$ cat config.mk
export PLATFORM = sky130hd
export DESIGN_NAME = mirror_shifter
export DESIGN_NICKNAME = d
export VERILOG_FILES = /design/src/rtl/mirror_shifter.sv
export SDC_FILE = /design/constraint.sdc
export NUM_CORES = 1
export LEC_CHECK = 0
export ABC_AREA = 1
export BUFFER_PORTS_ARGS = -buffer_cell sky130_fd_sc_hd__buf_4
export CAP_MARGIN = 40
export CORE_ASPECT_RATIO = 1.25
export CORE_UTILIZATION = 45
export DETAILED_ROUTE_END_ITERATION = 16
export PLACE_DENSITY = 0.66
export SLEW_MARGIN = 10
export SYNTH_ARGS = -nofsm -noshare
export SYNTH_HDL_FRONTEND = slang
export SYNTH_SLANG_ARGS = --single-unit
$ cat constraint.sdc
create_clock -name vclk -period 1.5
set_clock_uncertainty 0.05 [all_clocks]
set_input_delay 0.075 -clock vclk [all_inputs]
set_output_delay 0.075 -clock vclk [all_outputs]
set_load 0.01 [all_outputs]
$ cat src/rtl/mirror_shifter.sv
module mirror_shifter #(
  parameter int W = 32,
  localparam int SW = $clog2(W)
) (
  input  logic [W-1:0]  din,
  input  logic [SW-1:0] shamt,
  input  logic [2:0]    op,
  output logic [W-1:0]  res,
  output logic          ovf,
  output logic          zf
);

  function automatic logic [W-1:0] mirror(input logic [W-1:0] v);
    logic [W-1:0] m;
    for (int i = 0; i < W; i++) m[i] = v[W-1-i];
    return m;
  endfunction

  logic          go_left, go_rot, go_arith;
  logic [W-1:0]  top_mask, low_mask, sla_mask, fill, keep, core_out;
  logic [W-1:0]  stage [SW+1];

  assign go_left  = op[2];
  assign go_rot   = op[1];
  assign go_arith = op[0] & ~op[1] & ~op[2];

  assign stage[0] = go_left ? mirror(din) : din;

  for (genvar k = 0; k < SW; k++) begin : g_rot
    localparam int P = 1 << k;
    assign stage[k+1] = shamt[k] ? {stage[k][P-1:0], stage[k][W-1:P]} : stage[k];
  end

  assign top_mask = ~({W{1'b1}} >> shamt);
  assign low_mask = mirror(top_mask);
  assign sla_mask = {1'b1, top_mask[W-1:1]};
  assign fill     = go_arith ? {W{din[W-1]}} : '0;

  assign core_out = go_rot ? stage[SW] : ((stage[SW] & ~top_mask) | (fill & top_mask));
  assign res      = go_left ? mirror(core_out) : core_out;

  assign keep = go_left ? ~top_mask : ~low_mask;
  assign zf   = go_rot ? ~|din : ~|(din & keep);

  always_comb begin
    case (op)
      3'b100:  ovf = |(din & top_mask);
      3'b101:  ovf = |((din ^ {W{din[W-1]}}) & sla_mask);
      default: ovf = 1'b0;
    endcase
  end

endmodule


==> results of run 1 <==
routing by layer:
| layer | GRT overflow | track usage [%] |
|---|---|---|
| met1 | 0 | 57.8 |
| met5 | 0 | 0 |
| met2 | 1 | 81.9 |
| met4 | 1 | 55.8 |
| met3 | 0 | 26.1 |
cells by family after synthesis:
kind of cell | share of synthesized area, %
AND/OR/NAND/NOR | 78.1
adder cells (fa/ha/maj) | 0.271
XOR/XNOR | 2.28
buffers and inverters | 11.2
AO/OA/AOI/OAI | 8.21
stage by stage:
step / utilization [%] / setup WS (ps) / TNS (ps) / cell area, µm²
4_1_cts: 71.0 / -202 / -5800 / 7140
3_5_place_dp: 64.0 / -376 / -7810 / 6440
3_3_place_gp: 64.0 / -365 / -7550 / 6440
2_1_floorplan: - / 115 / 0 / 4620
timing repair:
action | 4_1_cts
setup endpoints to repair | 34
gates resized for setup | 144
cloned | 3
pin swaps | 23
buffers inserted | 4
hold buffers | 0
==> metrics, run 1 <==
Commonest cells post-synth=nand3_1, nand2_1, nor2_1, inv_1, buf_2; Synth top area share=around two fifths; Die Ht=115 µm; Synth Instances=994; first-pass GRT wire length=44800 µm; gr usage total=55.9%; synthesized cell area=approximately 4600 µm²; status=did not finish; port bufs=74; Ys Warns=0; Tool Error=[ERROR GRT-0116] Global routing finished with congestion. Check the congestion regions in the DRC Viewer.; Final GP Congestion=1.13; leading area contributor after synthesis=nand3_1; Halt Stage=5_1_grt; largest net degree at the start of global routing=34; dpl cells=1305; syn_nets=around 1000; HPWL after DPL=between 20000 and 25000 µm; top post-synthesis cells by area=nand3_1, nand2_1, nor2_1, inv_1, buf_2; sequential area share after synthesis=0%; Avg Inst Size Synth=4.65 µm²; Rows=roughly 40; Die X=roughly 90 µm; I/O Pins=between 70 and 80; Synth cell types=39; Overflow after GRT=2; cell with the most instances after synthesis=nand3_1; vias in the first global route=between 8000 and 9000; Initial Util=a little under half
==> run 2: changes to the inputs <==
--- a/config.mk
+++ b/config.mk
@@ -8,10 +8,9 @@
 export ABC_AREA = 1
 export BUFFER_PORTS_ARGS = -buffer_cell sky130_fd_sc_hd__buf_4
 export CAP_MARGIN = 40
-export CORE_ASPECT_RATIO = 1.25
-export CORE_UTILIZATION = 45
+export CORE_UTILIZATION = 30
 export DETAILED_ROUTE_END_ITERATION = 16
-export PLACE_DENSITY = 0.66
+export PLACE_DENSITY_LB_ADDON = 0.15
 export SLEW_MARGIN = 10
 export SYNTH_ARGS = -nofsm -noshare
 export SYNTH_HDL_FRONTEND = slang
==> run 2 against run 1 <==
The flow now finishes, with violations (negative setup slack). Synthesized cell count unchanged. Synthesized area unchanged.
==> metrics, run 2 <==
P_leak=0.00442 µW; fill count=1322; worst slack, placed=-558 ps; sequential cell area=0 µm²; Top Layer Used=met4; syn_nets=1035; CP peak stage delay=230 ps; sequential area share after synthesis=0%; # hold bufs at CTS=0; wire per inst=24.1 µm; Synth top area share=41.6%; CP Cell Sequence=buf_16, buf_16, nand2_1, nand3_2, nand3_2, nand3_2, nand2_2, nand2_1, nand3_2, nand3_2, nand3_1, nand2_1, buf_4; Antenna diodes=0; CP bufs+invs=3; DR pass1 iterations=6; worst rel slew slack=70.0%; Rows=44; minimum clock period=1880 ps; Avg Inst Size Synth=4.65 µm²; HPWL after DPL=~23000 µm; violated checks=negative setup slack; layout cells sized above 1=55.4%; cell with the most instances after synthesis=nand3_1; Commonest cells post-synth=nand3_1, nand2_1, nor2_1, inv_1, buf_2; most frequent cells in the layout=nand2_1, buf_4, nand3_2, nand3_1, nand2_2; Die X=126 µm; Overflow after GRT=0; port bufs=74; Max Cap Viol=0; Worst EP arrival=1750 ps; Initial Util=between 30% and 40%; DRC errors left=0; max-slew violations=0; Seq Cell Count=0; CP Max Fanout=10; Synth Instances=994; initial DRC count=1314; most common cell after layout, fill and taps aside=nand2_1; status=finished, violations left; Worst Tran Pin Value=445 ps; full die area=approximately 16000 µm²; cell repeated most along the worst path=nand3_2; largest net degree at the start of global routing=36; Hold Path End=ovf; Fin. Hold Viols=0; Setup crit end kind=primary output; clock buf count=0; crit start category=input port; Die Ht=between 100 and 150 µm; CP Class=in -> out; met2 WL post-DR=14200 µm; I/O Pins=74; first-pass GRT wire length=47200 µm; total power=~3600 µW; Crit path required time=1370 ps; final WL=33300 µm; Tcrit/Tclk final=125%; worst setup margin=-377 ps; slowest library cell on the worst path=nand2_2; initial antenna violation count=0; vias in the first global route=7925; Via Count=8734; Core ar.=14800 µm²; area grow syn2layout=98.0%; cell family contributing the most delay on the critical path=simple AND/OR/NAND/NOR gates; WL met3=just over 4000 µm; Synth cell types=39; Final nets=1242; vias per cell=between 6 and 7; gr usage total=38.6%; Ys Warns=0; Setup-failing EPs final=34; synthesized cell area=4620 µm²; unrepaired setup endpoints after global routing=yes; Max IR drop VDD=0.292 mV; worst min path class=in -> out; met1 wire length=12900 µm; antenna-violating nets left=0; leading area contributor after synthesis=nand3_1; maximum clock frequency=533 MHz; Hold Path Stages=5; HP Start=op[0]; Pwr Density=395 nW/µm²; Final GP Congestion=approximately 1; top post-synthesis cells by area=nand3_1, nand2_1, nor2_1, inv_1, buf_2
## run 2: cell counts after synthesis
Identical to the previous run, type by type.
## run 2: worst min-delay path, delay by kind of cell
| kind | cells | cell delay (ps) |
|---|---|---|
| buf+inv | 2 | 200 |
| simple gates | 3 | 140 |
## run 2: layer usage
layer	up-vias	global-route usage (%)
li1	3818	-
met1	4053	52.4
met2	680	60.1
met3	183	7.77
met4	0	13.8
met5	-	0
## run 2: where the power goes
group          internal [µW]  total [µW]  switching, µW
clock network              0           0              0
logic                   1420        3610           2190
registers                  0           0              0
total                   1420        3610           2190
## run 2: through the flow
stage                     setup TNS [ps]  std cells  util (%)  instance area (µm²)  hold WS, ps
after floorplan                        0        994         -                 4620          256
after global placement            -10770       1346      43.1                 6360          464
after detailed placement          -10760       1346      43.1                 6360          454
after CTS                          -3210       1371      56.6                 8340          444
after global routing              -10880       1383      62.0                 9150          499
final                              -8400       1383      62.0                 9150          441
## run 2: logic make-up (layout without fill, tap and decap cells)
family          after synthesis  in the layout  synth area share, %
compound gates               63             63                 8.21
simple gates                800            800                 78.1
buf+inv                     118            323                 11.2
fa+ha+maj                     1              1                0.271
xor+xnor                     12             12                 2.28
## run 2: area by class of cell
cell class / count / area [µm²] / area share, %
multi-input cells: 876 / 6140 / 67.1
repair buffers: 268 / 2520 / 27.6
inverters: 55 / 254 / 2.78
well taps: 184 / 230 / 2.52
## run 2: how the worst max path moves through the flow
stage / from / to / slack (ps) / cells after the start
3_3_place_gp: shamt[1] / ovf / -640 / 13
5_1_grt: op[2] / res[30] / -440 / 14
2_1_floorplan: op[2] / res[2] / 110 / 13
3_5_place_dp: shamt[1] / ovf / -560 / 13
4_1_cts: shamt[3] / ovf / -200 / 16
6_report: op[2] / res[1] / -380 / 13
## run 2: timing repair
item,CTS,global route
resized for setup,409,133
gates cloned,6,2
pin swaps,52,37
setup buffers,20,10
hold endpoints to repair,0,0
endpoints found under the setup margin,34,34
No activity file was read; power rests on OpenSTA's default activity.
==> run 3: changes to the inputs <==
--- a/config.mk
+++ b/config.mk
@@ -5,7 +5,7 @@
 export SDC_FILE = /design/constraint.sdc
 export NUM_CORES = 1
 export LEC_CHECK = 0
-export ABC_AREA = 1
+export ABC_AREA = 0
 export BUFFER_PORTS_ARGS = -buffer_cell sky130_fd_sc_hd__buf_4
 export CAP_MARGIN = 40
 export CORE_UTILIZATION = 30
==> run 3 against run 2 <==
The flow still finishes with violations (negative setup slack). Critical path type unchanged. Largest power group unchanged. Via count is 6.7% lower. Worst setup slack worse by 450 ps. Final area is 2.1% lower. Synthesized cell count is 23% lower. Maximum frequency is 19% lower.
==> metrics, run 3 <==
status=finished, violations left; violated checks=negative setup slack; clock buf count=0; largest net degree at the start of global routing=53; CP bufs+invs=5; Synth Area in Compound Gates=around 42%; Worst Tran Pin Value=roughly 680 ps; top post-synthesis cells by area=mux2_2, mux2i_1, a21oi_1, nor2_1, mux4_2; layout cells sized above 1=56.8%; CP Class=in -> out; DR pass1 iterations=7; Rows=47; crit start category=input port; Ys Warns=0; HPWL after DPL=26500 µm; Die Ht=134 µm; minimum clock period=2330 ps; gr usage total=a little under two fifths; most frequent cells in the layout=buf_4, nor2_1, a21oi_1, mux2_4, o22ai_1; cell repeated most along the worst path=buf_4; Synth cell types=71; Overflow after GRT=0; Crit path depth=12; maximum clock frequency=429 MHz; sequential area share after synthesis=0%; cell family contributing the most delay on the critical path=buffers and inverters; Core ar.=about 17000 µm²; full die area=~18000 µm²; initial antenna violation count=0; wire per inst=27.3 µm; Worst EP arrival=2210 ps; worst min path class=in -> out; post-synthesis mux area share=29.2%; vias in the first global route=around 7900; Post-Synth Simple-Gate Area=17.2%; Pwr Density=446 nW/µm²; first-pass GRT wire length=50200 µm; Hold Path Stages=4; adder-cell area share of the yosys netlist=0.429%; worst rel slew slack=54.7%; Hold Path End=zf; synthesized cell area=5240 µm²; antenna-violating nets left=0; CP Max Fanout=7; port bufs=74; CP Cell Sequence=buf_12, buf_12, xnor2_4, mux2_4, a221o_1, mux2i_2, buf_4, nor2_2, a211oi_2, buf_4, a22oi_2, buf_4; Final GP Congestion=a little over 1; Tcrit/Tclk final=155%; slowest library cell on the worst path=a221o_1; Max IR drop VDD=0.205 mV; initial DRC count=1137; WHS=689 ps; Avg Inst Size Synth=between 6 and 7 µm²; P_leak=about 0.0037 µW; Initial Util=31.2%; Setup-failing EPs final=34; cell with the most instances after synthesis=nor2_1; setup_tns=-26020 ps; Final nets=1057; Die X=134 µm; CP peak stage delay=400 ps; Synth top area share=between 10% and 20%; Setup crit end kind=primary output; Synth Instances=766; Seq Cell Count=0; # hold bufs at CTS=0; HP Start=din[15]; I/O Pins=74; Max Cap Viol=0; leading area contributor after synthesis=mux2_2; Via Count=8146; DRC errors left=0; Antenna diodes=0; final WL=33700 µm; Crit path required time=approximately 1400 ps; post-synthesis xor/xnor area fraction=0.334%; main combinational cell family by area after synthesis=compound AO/OA/AOI/OAI gates; vias per cell=6.60; worst setup margin=-830 ps; unrepaired setup endpoints after global routing=yes; syn_nets=807; sequential cell area=0 µm²; max-slew violations=0; most common cell after layout, fill and taps aside=buf_4; area grow syn2layout=70.8%; Fin. Hold Viols=0; Commonest cells post-synth=nor2_1, a21oi_1, clkbuf_1, mux2_2
==> run 3: layout make-up <==
cell class / instances / area, µm²
tap: 220 / 275
multi-input combinational: 643 / 5630
fill: 1629 / 7860
timing repair buffer: 354 / 2980
inverter: 17 / 70.1
==> run 3: logic make-up (layout without fill, tap and decap cells) <==
group,after synthesis,in the layout
buf+inv,123,371
xor+xnor,2,2
simple gates,200,200
fa+ha+maj,2,2
compound gates,325,325
mux,114,114
==> run 3: repair_timing <==
| action | in CTS | in global routing |
|---|---|---|
| setup buffers | 13 | 1 |
| gates cloned | 5 | 0 |
| setup endpoints to repair | 34 | 34 |
| pin swaps | 42 | 19 |
| resized for setup | 106 | 56 |
==> run 3: metal layers <==
| metal | wire length [µm] | up-vias | track usage, % | share of wire, % |
|---|---|---|---|---|
| met5 | 0 | - | 0 | 0 |
| met4 | 1930 | 0 | 16.9 | 5.7 |
| met3 | 2780 | 114 | 3.21 | 8.2 |
| met1 | 13800 | 3979 | 49.6 | 41 |
| li1 | - | 3503 | - | - |
| met2 | 15300 | 550 | 59.8 | 45 |
==> run 3: worst max path at each step <==
stage | start | end
after floorplan | shamt[1] | res[16]
after global routing | op[2] | res[30]
after CTS | op[2] | res[14]
after detailed placement | shamt[1] | res[11]
after global placement | shamt[1] | zf
final | op[2] | res[30]
==> run 3: report_power, final <==
group	total [µW]	internal [µW]	switching [µW]
clock	0	0	0
combinational	4000	1920	2070
sequential	0	0	0
==> run 3: per-stage QoR <==
stage | cells | area [µm²] | setup WS [ps] | power, µW | util (%)
3_5_place_dp | 1217 | 8050 | -1150 | 3440 | 47.8
4_1_cts | 1234 | 8710 | -808 | 3760 | 51.8
6_report | 1234 | 8960 | -830 | 4000 | 53.3
3_3_place_gp | 1217 | 8050 | -1220 | 3420 | 47.8
2_1_floorplan | 766 | 5780 | -519 | 1950 | -
5_1_grt | 1234 | 8960 | -900 | 4160 | 53.3
==> run 4: changes to the inputs <==
--- a/config.mk
+++ b/config.mk
@@ -8,8 +8,10 @@
 export ABC_AREA = 0
 export BUFFER_PORTS_ARGS = -buffer_cell sky130_fd_sc_hd__buf_4
 export CAP_MARGIN = 40
+export CORE_ASPECT_RATIO = 0.8
 export CORE_UTILIZATION = 30
 export DETAILED_ROUTE_END_ITERATION = 16
+export MAX_ROUTING_LAYER = met4
 export PLACE_DENSITY_LB_ADDON = 0.15
 export SLEW_MARGIN = 10
 export SYNTH_ARGS = -nofsm -noshare
==> run 4 against run 3 <==
The flow still finishes with violations (negative setup slack). Maximum frequency is 1.0% higher. Worst hold slack worse by 41 ps. Final area is 0.75% higher.
==> metrics, run 4 (same netlist as run 3, synthesis figures left out) <==
status=finished, violations left; Antenna diodes=0; CP Max Fanout=7; Setup crit end kind=primary output; most frequent cells in the layout=buf_4, nor2_1, a21oi_1, mux2_4, nand2_1; P_leak=0.00378 µW; Die Ht=120 µm; area grow syn2layout=72.1%; layout cells sized above 1=57.1%; violated checks=negative setup slack; final WL=35400 µm; worst rel slew slack=66.7%; HPWL after DPL=27700 µm; crit start category=input port; Setup-failing EPs final=34; # hold bufs at CTS=0; DRC errors left=0; wire per inst=28.4 µm; Final nets=1071; Pwr Density=449 nW/µm²; Seq Cell Count=0; CP Cell Sequence=buf_12, buf_8, xnor2_4, mux2_4, a221o_1, mux2i_1, a22oi_1, a32oi_1, buf_4, a22oi_2, buf_4; cell repeated most along the worst path=buf_4; first-pass GRT wire length=51700 µm; gr usage total=39.7%; CP peak stage delay=370 ps; DR pass1 iterations=5; Rows=42; I/O Pins=74; max-slew violations=0; Tcrit/Tclk final=154%; most common cell after layout, fill and taps aside=buf_4; Via Count=between 8000 and 9000; slowest library cell on the worst path=a221o_1; Max IR drop VDD=around 0.19 mV; worst setup margin=-806 ps; unrepaired setup endpoints after global routing=yes; Core ar.=16800 µm²; clock buf count=0; CP Class=in -> out; Worst Tran Pin Value=486 ps; Post-Layout Cell Count=~1200; antenna-violating nets left=0; dpl cells=roughly 1200; maximum clock frequency=approximately 430 MHz; Final GP Congestion=1.06; Hold Path Stages=4; Die X=150 µm; largest net degree at the start of global routing=41; vias per cell=6.66; minimum clock period=2310 ps; Max Cap Viol=0; vias in the first global route=about 7900; total power=4050 µW; initial antenna violation count=0; Initial Util=31.2%; Worst EP arrival=2180 ps; Crit path required time=1370 ps; Fin. Hold Viols=0; initial DRC count=1039; sequential cell area=0 µm²; Overflow after GRT=0; worst min path class=in -> out; full die area=between 15000 and 20000 µm²; port bufs=74
[run 4: cell types whose count changed in the layout (fill, tap and decap cells not counted), sizes merged]
cell    before  now
buf        353  368
bufbuf       1    0
[run 4: where the power goes]
group	switching [µW]	leakage [µW]	internal (µW)
registers	0	0	0
clock network	0	0	0
logic	2120	0.00378	1930
[run 4: cell type report]
class              count  area, µm²
multi-input cells    643       5630
inverters             17       68.8
well taps            220        275
fillers             1636       7790
repair buffers       368       3060
[run 4: repair_timing]
action                                 in CTS  in global routing
endpoints found under the hold margin       0                  0
setup endpoints to repair                  34                 34
gates cloned                                3                  0
pin swaps                                  46                 22
setup buffers                              27                  4
gates resized for setup                   142                 30
[run 4: through the flow]
stage	TNS, ps	util, %	setup slack [ps]	instance area [µm²]	hold WS, ps
2_1_floorplan	-13100	-	-519	5780	278
3_3_place_gp	-31830	47.6	-1130	8000	621
3_5_place_dp	-33210	47.6	-1220	8000	619
4_1_cts	-24180	52.7	-779	8860	624
5_1_grt	-27150	53.7	-892	9030	647
6_report	-24950	53.7	-806	9030	649
[run 4: per-layer routing]
layer	wire length [µm]	part of all wire (%)	track usage, %
met2	15700	44	60.6
met5	0	0	-
met1	15000	42	55.3
met3	3370	9.5	3.74
met4	1270	3.6	11.5
[run 4: worst paths after layout]
path	start	end	slack [ps]
max	op[2]	res[6]	-810
min	din[15]	zf	650
[run 4: worst max-delay path, delay by kind of cell]
kind	cells	cell delay, ps
AO/OA/AOI/OAI	4	820
XOR/XNOR	1	150
multiplexers	2	500
buffers and inverters	4	620
